### config.mk
export PLATFORM = sky130hd
export DESIGN_NAME = region_pc
export DESIGN_NICKNAME = d
export VERILOG_FILES = /design/src/rtl/pcu_pkg.sv /design/src/rtl/pcu_step_gen.sv /design/src/rtl/pcu_branch_tgt.sv /design/src/rtl/pcu_region_dec.sv /design/src/rtl/region_pc.sv
export SDC_FILE = /design/constraint.sdc
export NUM_CORES = 1
export LEC_CHECK = 0
export BUFFER_PORTS_ARGS = -buffer_cell sky130_fd_sc_hd__buf_4
export CAP_MARGIN = 5
export CORE_UTILIZATION = 54
export DETAILED_ROUTE_END_ITERATION = 10
export PLACE_DENSITY = 0.92
export REMOVE_ABC_BUFFERS = 1
export SLEW_MARGIN = 20
export SYNTH_ARGS = -nofsm -noshare
export SYNTH_HDL_FRONTEND = slang
export SYNTH_HIERARCHICAL = 1
export SYNTH_SLANG_ARGS = --single-unit
export TNS_END_PERCENT = 30
### constraint.sdc
create_clock -name clk -period 5.4 [get_ports clk]
set_clock_uncertainty 0.2 [all_clocks]
set_input_delay 1.08 -clock clk [delete_from_list [all_inputs] [get_ports clk]]
set_output_delay 1.08 -clock clk [all_outputs]
set_load 0.02 [all_outputs]
### src/rtl/pcu_pkg.sv
package pcu_pkg;

    localparam int PC_W        = 20;
    localparam int OFS_W       = 9;
    localparam int RAM_WORDS   = 512;
    localparam int INSTR_BYTES = 4;
    localparam int LOCAL_W     = $clog2(RAM_WORDS);
    localparam int INSTR_SHIFT = $clog2(INSTR_BYTES);
    localparam logic [PC_W-1:0] WORD_SPACE = PC_W'(2 * RAM_WORDS);

    typedef enum logic [1:0] {
        RGN_REG    = 2'b00,
        RGN_LUT    = 2'b01,
        RGN_SHARED = 2'b10
    } region_e;

    typedef struct packed {
        logic [PC_W-1:0] pc;
        logic            shared;
    } pc_state_t;

    typedef struct packed {
        logic             take;
        logic             rel;
        logic [PC_W-1:0]  abs_tgt;
        logic [OFS_W-1:0] ofs;
    } branch_req_t;

    typedef struct packed {
        region_e         region;
        logic [PC_W-1:0] local_addr;
    } fetch_info_t;

    function automatic logic [PC_W-1:0] sext_ofs(input logic [OFS_W-1:0] o);
        return {{(PC_W-OFS_W){o[OFS_W-1]}}, o};
    endfunction

    function automatic logic in_shared_space(input logic [PC_W-1:0] a);
        return a >= WORD_SPACE;
    endfunction

endpackage

### src/rtl/pcu_step_gen.sv
module pcu_step_gen
    import pcu_pkg::*;
#(
    parameter int W     = PC_W,
    parameter int SHIFT = INSTR_SHIFT
) (
    input  logic [W-1:0] pc,
    input  logic         shared,
    output logic [W-1:0] seq_next
);
    localparam logic [W-1:0] WORD_INC  = W'(1);
    localparam logic [W-1:0] SHARE_INC = W'(1) << SHIFT;

    always_comb begin
        seq_next = pc + (shared ? SHARE_INC : WORD_INC);
    end
endmodule

### src/rtl/pcu_branch_tgt.sv
module pcu_branch_tgt
    import pcu_pkg::*;
#(
    parameter int W     = PC_W,
    parameter int SHIFT = INSTR_SHIFT
) (
    input  logic [W-1:0] seq_next,
    input  logic         shared,
    input  branch_req_t  req,
    output logic [W-1:0] target
);
    logic [W-1:0] ofs_ext;
    logic [W-1:0] ofs_scaled;

    always_comb begin
        ofs_ext    = sext_ofs(req.ofs);
        ofs_scaled = shared ? (ofs_ext << SHIFT) : ofs_ext;
        if (req.rel) target = seq_next + ofs_scaled;
        else         target = req.abs_tgt;
    end
endmodule

### src/rtl/pcu_region_dec.sv
module pcu_region_dec
    import pcu_pkg::*;
#(
    parameter int W  = PC_W,
    parameter int LW = LOCAL_W
) (
    input  pc_state_t   st,
    output fetch_info_t info
);
    logic [W-1:0] wrapped;

    always_comb begin
        wrapped = st.pc & (WORD_SPACE - W'(1));
        if (st.shared) begin
            info.region     = RGN_SHARED;
            info.local_addr = st.pc;
        end else begin
            info.region     = wrapped[LW] ? RGN_LUT : RGN_REG;
            info.local_addr = {{(W-LW){1'b0}}, wrapped[LW-1:0]};
        end
    end
endmodule

### src/rtl/region_pc.sv
module region_pc
    import pcu_pkg::*;
(
    input  logic               clk,
    input  logic               rst,
    input  logic               step_en,
    input  logic               br_take,
    input  logic               br_rel,
    input  logic [PC_W-1:0]    br_abs_tgt,
    input  logic [OFS_W-1:0]   br_ofs,
    output logic [PC_W-1:0]    pc_value,
    output logic               shmem_mode,
    output logic [1:0]         fetch_region,
    output logic [PC_W-1:0]    fetch_local
);
    pc_state_t   st_q;
    pc_state_t   st_d;
    branch_req_t req;
    fetch_info_t info;
    logic [PC_W-1:0] seq_next;
    logic [PC_W-1:0] target;

    assign req = '{take: br_take, rel: br_rel, abs_tgt: br_abs_tgt, ofs: br_ofs};

    pcu_step_gen #(.W(PC_W), .SHIFT(INSTR_SHIFT)) u_step (
        .pc       (st_q.pc),
        .shared   (st_q.shared),
        .seq_next (seq_next)
    );

    pcu_branch_tgt #(.W(PC_W), .SHIFT(INSTR_SHIFT)) u_tgt (
        .seq_next (seq_next),
        .shared   (st_q.shared),
        .req      (req),
        .target   (target)
    );

    always_comb begin
        st_d = st_q;
        if (step_en) begin
            if (req.take) begin
                st_d.pc     = target;
                st_d.shared = in_shared_space(target);
            end else begin
                st_d.pc     = seq_next;
            end
        end
    end

    always_ff @(posedge clk) begin
        if (rst) st_q <= '{pc: '0, shared: 1'b0};
        else     st_q <= st_d;
    end

    pcu_region_dec #(.W(PC_W), .LW(LOCAL_W)) u_dec (
        .st   (st_q),
        .info (info)
    );

    assign pc_value     = st_q.pc;
    assign shmem_mode   = st_q.shared;
    assign fetch_region = info.region;
    assign fetch_local  = info.local_addr;
endmodule

[Word level (Yosys, flattened, before mapping)]
Index checks and enable logic that the tools add are counted.
Operators by class
  add/subtract/negate cells: 2
  multiplexer cells: 6
  $lt $le $gt $ge: 1
  reductions and logical operators: 1
Operators with widths (count)
  adder 20 bit: 2
  two-way mux 20 bit: 2
  two-way mux 22 bit: 1
  >= comparator 20 x 11 -> 1 bit, second input constant: 1
  two-way mux 10 bit: 1
  two-way mux 3 bit: 1
  AND reduction 2 bit: 1
  two-way mux 1 bit: 1
Storage, ports and cells
  output and inout port bits: 43
  input bits: 34
  flip-flop bits (word level): 21

[Depth between registers and ports, before layout]
Gate-level depths: netlist of run 1.
  depth in word-level cells: 5
  gate-level depth with buffers: 18
  depth with buffers taken out: 17

[Hierarchy]
Netlist of run 1, hierarchy kept.
By module, submodules not included
  pcu_branch_tgt: times used 1, cells each 197, area an instance 1410.1 um^2
  region_pc: times used 1, cells each 96, area an instance 938.4 um^2
  pcu_step_gen: times used 1, cells each 50, area an instance 387.9 um^2
  pcu_region_dec: times used 1, cells each 23, area an instance 172.7 um^2

[Least setup slack after synthesis of run 1]
No wires, ideal clock.
  path type: register to register
  start point: register st_q (netlist bit shmem_mode)
  end point: register st_q (netlist bit shmem_mode)
  slack: 1.050 ns
  setup time: 0.142 ns
  data arrival time: 4.008 ns
  path buffers: 1
  cell stages (with the launch flop): 18
  path through: dfxtp_1 inv_1 ha_1 ha_1 a21oi_1 nor3_2 nand3_1 xnor2_1 ha_1 buf_6 a21oi_1 o21ai_0 a221oi_1 o2bb2ai_1 or3b_1 or4_4 nor4_2 a311oi_1
Between the ends
  word-level cells in the longest chain between the ends: 5
RTL lines
  from (decl): line region_pc.sv:16  | pc_state_t st_q;
  from (signal assigned): line region_pc.sv:51  | if (rst) st_q <= '{pc: '0, shared: 1'b0};
  from (signal assigned): line region_pc.sv:52  | else st_q <= st_d;
  two-way mux 3 bit: line pcu_step_gen.sv:15  | seq_next = pc + (shared ? SHARE_INC : WORD_INC);
  adder 20 bit: line pcu_step_gen.sv:15
  net seq_next[12]: line region_pc.sv:20  | logic [PC_W-1:0] seq_next;
  adder 20 bit: line pcu_branch_tgt.sv:18  | if (req.rel) target = seq_next + ofs_scaled;
  two-way mux 20 bit: line pcu_branch_tgt.sv:18
  net target[19]: line region_pc.sv:21  | logic [PC_W-1:0] target;
  >= comparator 20 x 11 -> 1 bit: line pcu_pkg.sv:39  | return a >= WORD_SPACE;
The timed path passes the listed nets, and every way through them passes these cells.
A chain may end at the register's enable or synchronous reset.

[Worst setup path in the final report of run 1]
Same ends and word-level chain as after synthesis.

==> results of run 1 <==
kinds of logic after synthesis:
kind of cell,count (synthesis),share of synthesized area
buffers and inverters,37,0.0766
adders and majority gates,23,0.102
AOI/OAI and AO/OA,85,0.209
DFF,21,0.145
and+or+nand+nor,133,0.244
xor gates and xnor gates,30,0.0903
muxes,37,0.134
routing by layer:
layer / GRT usage / vias up
li1: - / 1432
met4: 0.0617 / 0
met5: 0 / -
met1: 0.362 / 1368
met3: 0.0423 / 9
met2: 0.510 / 166
per-stage QoR:
| step | worst slack, ps | total power, mW | hold WS [ps] | utilization | instance area, µm² |
|---|---|---|---|---|---|
| final | 639 | 0.683 | 336 | 0.665 | 3420 |
| after global routing | 468 | 0.726 | 350 | 0.665 | 3420 |
| after CTS | 755 | 0.678 | 333 | 0.665 | 3420 |
| after global placement | 930 | 0.563 | 307 | 0.657 | 3370 |
| after detailed placement | 797 | 0.575 | 320 | 0.657 | 3370 |
| after floorplan | 686 | 0.446 | 380 | - | 2710 |
registers in the layout, indices dropped and copies added, names as in the netlist:
register,flops
shmem_mode,1
pc_value,20
final timing paths:
| check | startpoint | endpoint | slack [ps] | cells past startpoint |
|---|---|---|---|---|
| min reg2reg | pc_value[2]$_SDFFE_PP0P_ | pc_value[2]$_SDFFE_PP0P_ | 340 | 2 |
| max | shmem_mode$_SDFFE_PP0P_ | shmem_mode$_SDFFE_PP0P_ | 640 | 16 |
| max reg2reg | shmem_mode$_SDFFE_PP0P_ | shmem_mode$_SDFFE_PP0P_ | 640 | 16 |
| min | pc_value[2]$_SDFFE_PP0P_ | pc_value[2]$_SDFFE_PP0P_ | 340 | 2 |
cell type report:
| type | instances | area, µm² |
|---|---|---|
| multi-input cells | 308 | 2270 |
| well taps | 70 | 87.6 |
| fillers | 449 | 1720 |
| repair buffers | 77 | 578 |
| clock buffers | 4 | 45.0 |
| inverters | 6 | 22.5 |
| flip-flops and latches | 21 | 420 |
worst max-delay path: stages (launching register included):
cell and delay (ps):
dfxtp_1 400, inv_1 60, ha_1 210, ha_1 210, a21oi_1 440, nor3_2 140, nand3_1 130, xnor2_1 170
ha_1 370, a21oi_1 290, o21ai_0 230, a221oi_1 420, o2bb2ai_1 110, or3b_1 400, or4_4 490, nor4_2 230
a311oi_1 120
placed cells by master, fill, tap and decap left out, types with 2 or more instances in the layout:
cell type	synthesis	layout
buf_4	13	77
nor2_1	40	40
and3_1	3	3
o311ai_0	4	4
nor2b_1	2	2
nand2_1	31	31
xor2_1	14	14
nor3_1	3	3
nand2b_1	4	4
a221oi_1	2	2
ha_1	22	22
inv_1	6	6
o31a_1	3	3
nand3_1	14	14
o211ai_1	3	3
o21bai_1	2	2
or4_1	3	3
xnor2_1	16	16
a21o_1	4	4
o2111ai_1	2	2
o21ai_0	6	6
nand4_1	6	6
o21a_1	4	4
a21oi_1	18	18
and2_2	7	7
a22oi_1	2	2
mux2i_1	21	21
a211oi_1	23	23
dfxtp_1	21	21
mux2_2	16	16
clkbuf_8	0	3
and2_1	7	7
nor4_2	2	2
a211o_1	2	2
power by group:
part	internal (mW)	leakage (nW)	switching [mW]	total [mW]
clock network	0.0525	0.0228	0.0501	0.103
logic	0.171	1.36	0.216	0.387
registers	0.169	0.174	0.0240	0.193
total	0.392	1.56	0.290	0.683
==> results.ini, run 1 <==
[status]
status=finished, final reports clean

[drt]
ant_nets=0
firstDrtPassIters=5
drc=0
dr.max_layer_used=met4
wl_met3_um=614
viasPerCell=6.12
dr.first_iter.drc_count=201
vias=2975
drt-total-wl_mm=7.91
wl_per_cell_um=16.3
wl_met2_mm=3.87
m1WireLength_mm=3.34

[global_routing]
first_global_vias=2665
globalRouteOverflowTotal=0
antenna_found_initial=0
gr-usage-all-layers=0.285
grt_pass1_wl_mm=12.4
grt_start_max_net_pins=43

[clock_tree]
cts_sinks=21
cts.path.max_buffers=2
clock_latency_ps=260
cts_tree=yes
cts_hold_buf=0
postCtsSetupRepairBufs=0
cts_buffers=3
cts_max_level=1
post_cts_resized=0
clk_pin_slew_ps=70
cts_root_buf=clkbuf_8

[pwr]
p_per_area_nw_per_um2=200
p_leak_nw=1.56
vdd_ir_drop_max_uv=176

[logic_synthesis]
synth_common_cells=nor2_1, nand2_1, a211oi_1
seq_area_frac_synth=0.145
synth_area_um2=2910
synth_top_area_cell=dfxtp_1
syn_area_per_cell_um2=7.95
synth-edff-count=0
yosys_most_used_dff=dfxtp_1
netlist_instances=366
ys_warn_count=6
synthArstFlopShare=0
ys_types=58
yosys.cell_count.top_type=nor2_1
synth_area_leaders=dfxtp_1, ha_1, mux2i_1
synth_top_area_share=0.145
synth-seq-cells=21

[die]
dieArea_um2=5680
io_pins=77
die_height_um=75.4
fp.dieW_um=75.4
coreArea_um2=5140
rows=26
start_util=0.566

[placement]
dp.final_hpwl_mm=6.24
dpl.cell_count=482
io_buffer_count=76
place.gp.congestion=1.02

[timing]
hold_viol=0
finalCritPeriodShare=0.882
slew_viol_final=0
worstMarginPinSlew_ps=722
max_slew_margin=0.512
period_needed_ps=4760
tns_ps=0
fmax_ghz=0.210
finalSetupViolCount=0
rsz0062_at_grt=false

[finish]
drive_above_1_share=0.276
stdcell_count=486
diodes=0
area_growth_pct=17.5
nets=474

[critical_path]
worstPathArrival_ps=4690
startpoint_type=register
cp-end-kind=register
cp.required_ps=5320
path_max_fanout=9
crit_type=register to register

[min_path]
worst_hold_path_type=register to register

[run]
cap_viol_max_count=0

Power figures use the tool's default switching activity.
==> run 2, diff against run 1 <==
--- a/config.mk
+++ b/config.mk
@@ -9,8 +9,9 @@
 export CAP_MARGIN = 5
 export CORE_UTILIZATION = 54
 export DETAILED_ROUTE_END_ITERATION = 10
-export PLACE_DENSITY = 0.92
+export PLACE_DENSITY = 0.86
 export REMOVE_ABC_BUFFERS = 1
+export SKIP_CTS_REPAIR_TIMING = 1
 export SLEW_MARGIN = 20
 export SYNTH_ARGS = -nofsm -noshare
 export SYNTH_HDL_FRONTEND = slang
==> constraint.sdc (replaced) <==
create_clock -name clk -period 5.4 [get_ports clk]
set_clock_uncertainty 0.2 [all_clocks]
set_input_delay 1.08 -clock clk [delete_from_list [all_inputs] [get_ports clk]]
set_output_delay 1.08 -clock clk [all_outputs]
set_load 0.1 [all_outputs]
==> run 2 against run 1 <==
  * Global-route usage grew 0.15 points
  * Maximum frequency shrank 0.51%
  * Non-clock buffer count grew 1
  * Sequential power is essentially flat
  * Total power grew 21%
  * Via count shrank 0.37%
  * Largest cell class unchanged
  * Largest power group unchanged
  * Highest routed layer unchanged
==> results.ini, run 2 (synthesis gave the netlist of run 1 again) <==
[global_routing]
grt_start_max_net_pins=43  ; unchanged
gr-usage-all-layers=0.286  ; +0.00147
antenna_found_initial=0  ; unchanged
met3_usage=0.0370  ; -0.00529
grt.busiest_layer=met2
met2_usage=0.522  ; +0.0119
globalRouteOverflowTotal=0  ; unchanged
first_global_vias=2662  ; -0.11%
grt_pass1_wl_mm=12.4  ; -0.51%
met1_usage=0.346  ; -0.0162

[placement]
place.gp.congestion=0.894  ; -12%
dpl.cell_count=483  ; +0.21%
dp.final_hpwl_mm=6.48  ; +3.9%
io_buffer_count=76  ; unchanged

[critical_path]
path_max_fanout=13  ; +4
worstPathArrival_ps=4700  ; about the same
crit_type=register to register
cp-end-kind=register
r2r-start=shmem_mode$_SDFFE_PP0P_
startpoint_type=register
cp-startpoint=shmem_mode$_SDFFE_PP0P_
cp.required_ps=5320  ; about the same

[min_path]
worst_hold_path_type=register to register
min_from=pc_value[0]$_SDFFE_PP0P_

[die]
dieArea_um2=5680  ; unchanged
die_height_um=75.4  ; unchanged
rows=26  ; unchanged
fp.dieW_um=75.4  ; unchanged
start_util=0.566  ; unchanged
io_pins=77  ; unchanged
coreArea_um2=5140  ; unchanged

[drt]
vias=2964  ; -0.37%
dr.first_iter.drc_count=195  ; -3.0%
firstDrtPassIters=5  ; unchanged
ant_nets=0  ; unchanged
viasPerCell=6.09  ; -0.57%
wl_per_cell_um=16.9  ; +3.8%
drt-total-wl_mm=8.23  ; +4.0%
drc=0  ; unchanged

[clock_tree]
cts_root_buf=clkbuf_8
clock_latency_ps=260  ; about the same
clk_pin_slew_ps=70  ; about the same
cts_max_level=1  ; unchanged
cts_sinks=21  ; unchanged
cts.path.max_buffers=2  ; unchanged
cts_buffers=3  ; unchanged
cts_tree=yes

[pwr]
power_uw=829  ; +21%
p_per_area_nw_per_um2=242  ; +21%
vdd_ir_drop_max_uv=202  ; +15%
p_leak_nw=1.56  ; +0.33%

[timing]
fmax_ghz=0.209  ; -0.51%
tns_ps=0  ; unchanged
slew_viol_final=0  ; unchanged
finalCritPeriodShare=0.886  ; +0.00453
max_slew_margin=0.541  ; +0.0290
hold_viol=0  ; unchanged
period_needed_ps=4790  ; +24.5 ps
rsz0062_at_grt=false
worstMarginPinSlew_ps=679  ; -43.0 ps
finalSetupViolCount=0  ; unchanged

[finish]
largest_register_ffs=20  ; unchanged
final_common_cell=buf_4
stdcell_count=487  ; +0.21%
most-common-layout-cells=buf_4, nor2_1, nand2_1, a211oi_1, ha_1
drive_above_1_share=0.278  ; +0.00174
diodes=0  ; unchanged
area_growth_pct=17.8
nFillCells=477  ; +6.2%
nets=475  ; +0.21%

[status]
status=finished, final reports clean

[run]
cap_viol_max_count=0  ; unchanged

run 2: final cells by class:
cell class | instances | area (µm²) | area share
Tap cell | 70 | 87.6 | 0.0256
Inverter | 6 | 22.5 | 0.00657
Sequential cell | 21 | 420 | 0.123
Clock buffer | 4 | 45.0 | 0.0131
Timing Repair Buffer | 78 | 586 | 0.171
Multi-Input combinational cell | 308 | 2270 | 0.661
run 2: layer usage:
layer / wire length [µm] / vias to the layer above
met5: 0 / -
met4: 240 / 0
met3: 474 / 19
met2: 4070 / 128
met1: 3440 / 1374
li1: - / 1443
run 2: metrics by stage:
stage	worst slack (ps)	hold slack (ps)	cell area [µm²]	util
after floorplan	-495	743	2710	-
after global placement	837	314	3380	0.658
after detailed placement	715	335	3380	0.658
after CTS	666	344	3430	0.667
after global routing	323	384	3430	0.667
final	614	340	3430	0.667
run 2: worst max-delay path, cell delays in order (launching register included):
cell and delay (ps):
dfxtp_1 330, buf_4 190, inv_1 60, ha_1 220
ha_1 220, a21oi_1 370, or2b_1 180, xnor2_1 170
ha_1 330, and2_4 190, a221oi_2 290, nand2_2 120
a211o_1 380, nand4_1 120, or3b_1 390, or4_4 490
nor4_2 240, a311oi_1 140
run 2: final timing paths:
| path | to | cells past startpoint | slack (ps) |
|---|---|---|---|
| worst max-delay path | shmem_mode$_SDFFE_PP0P_ | 17 | 610 |
| worst min-delay path | pc_value[0]$_SDFFE_PP0P_ | 2 | 340 |
| worst max register to register | shmem_mode$_SDFFE_PP0P_ | 17 | 610 |
| worst min register to register | pc_value[0]$_SDFFE_PP0P_ | 2 | 340 |
run 2: where the power goes:
group | internal, mW | switching (mW) | total (mW)
registers | 0.169 | 0.0241 | 0.193
logic | 0.173 | 0.361 | 0.534
clock network | 0.0526 | 0.0493 | 0.102
total | 0.394 | 0.435 | 0.829
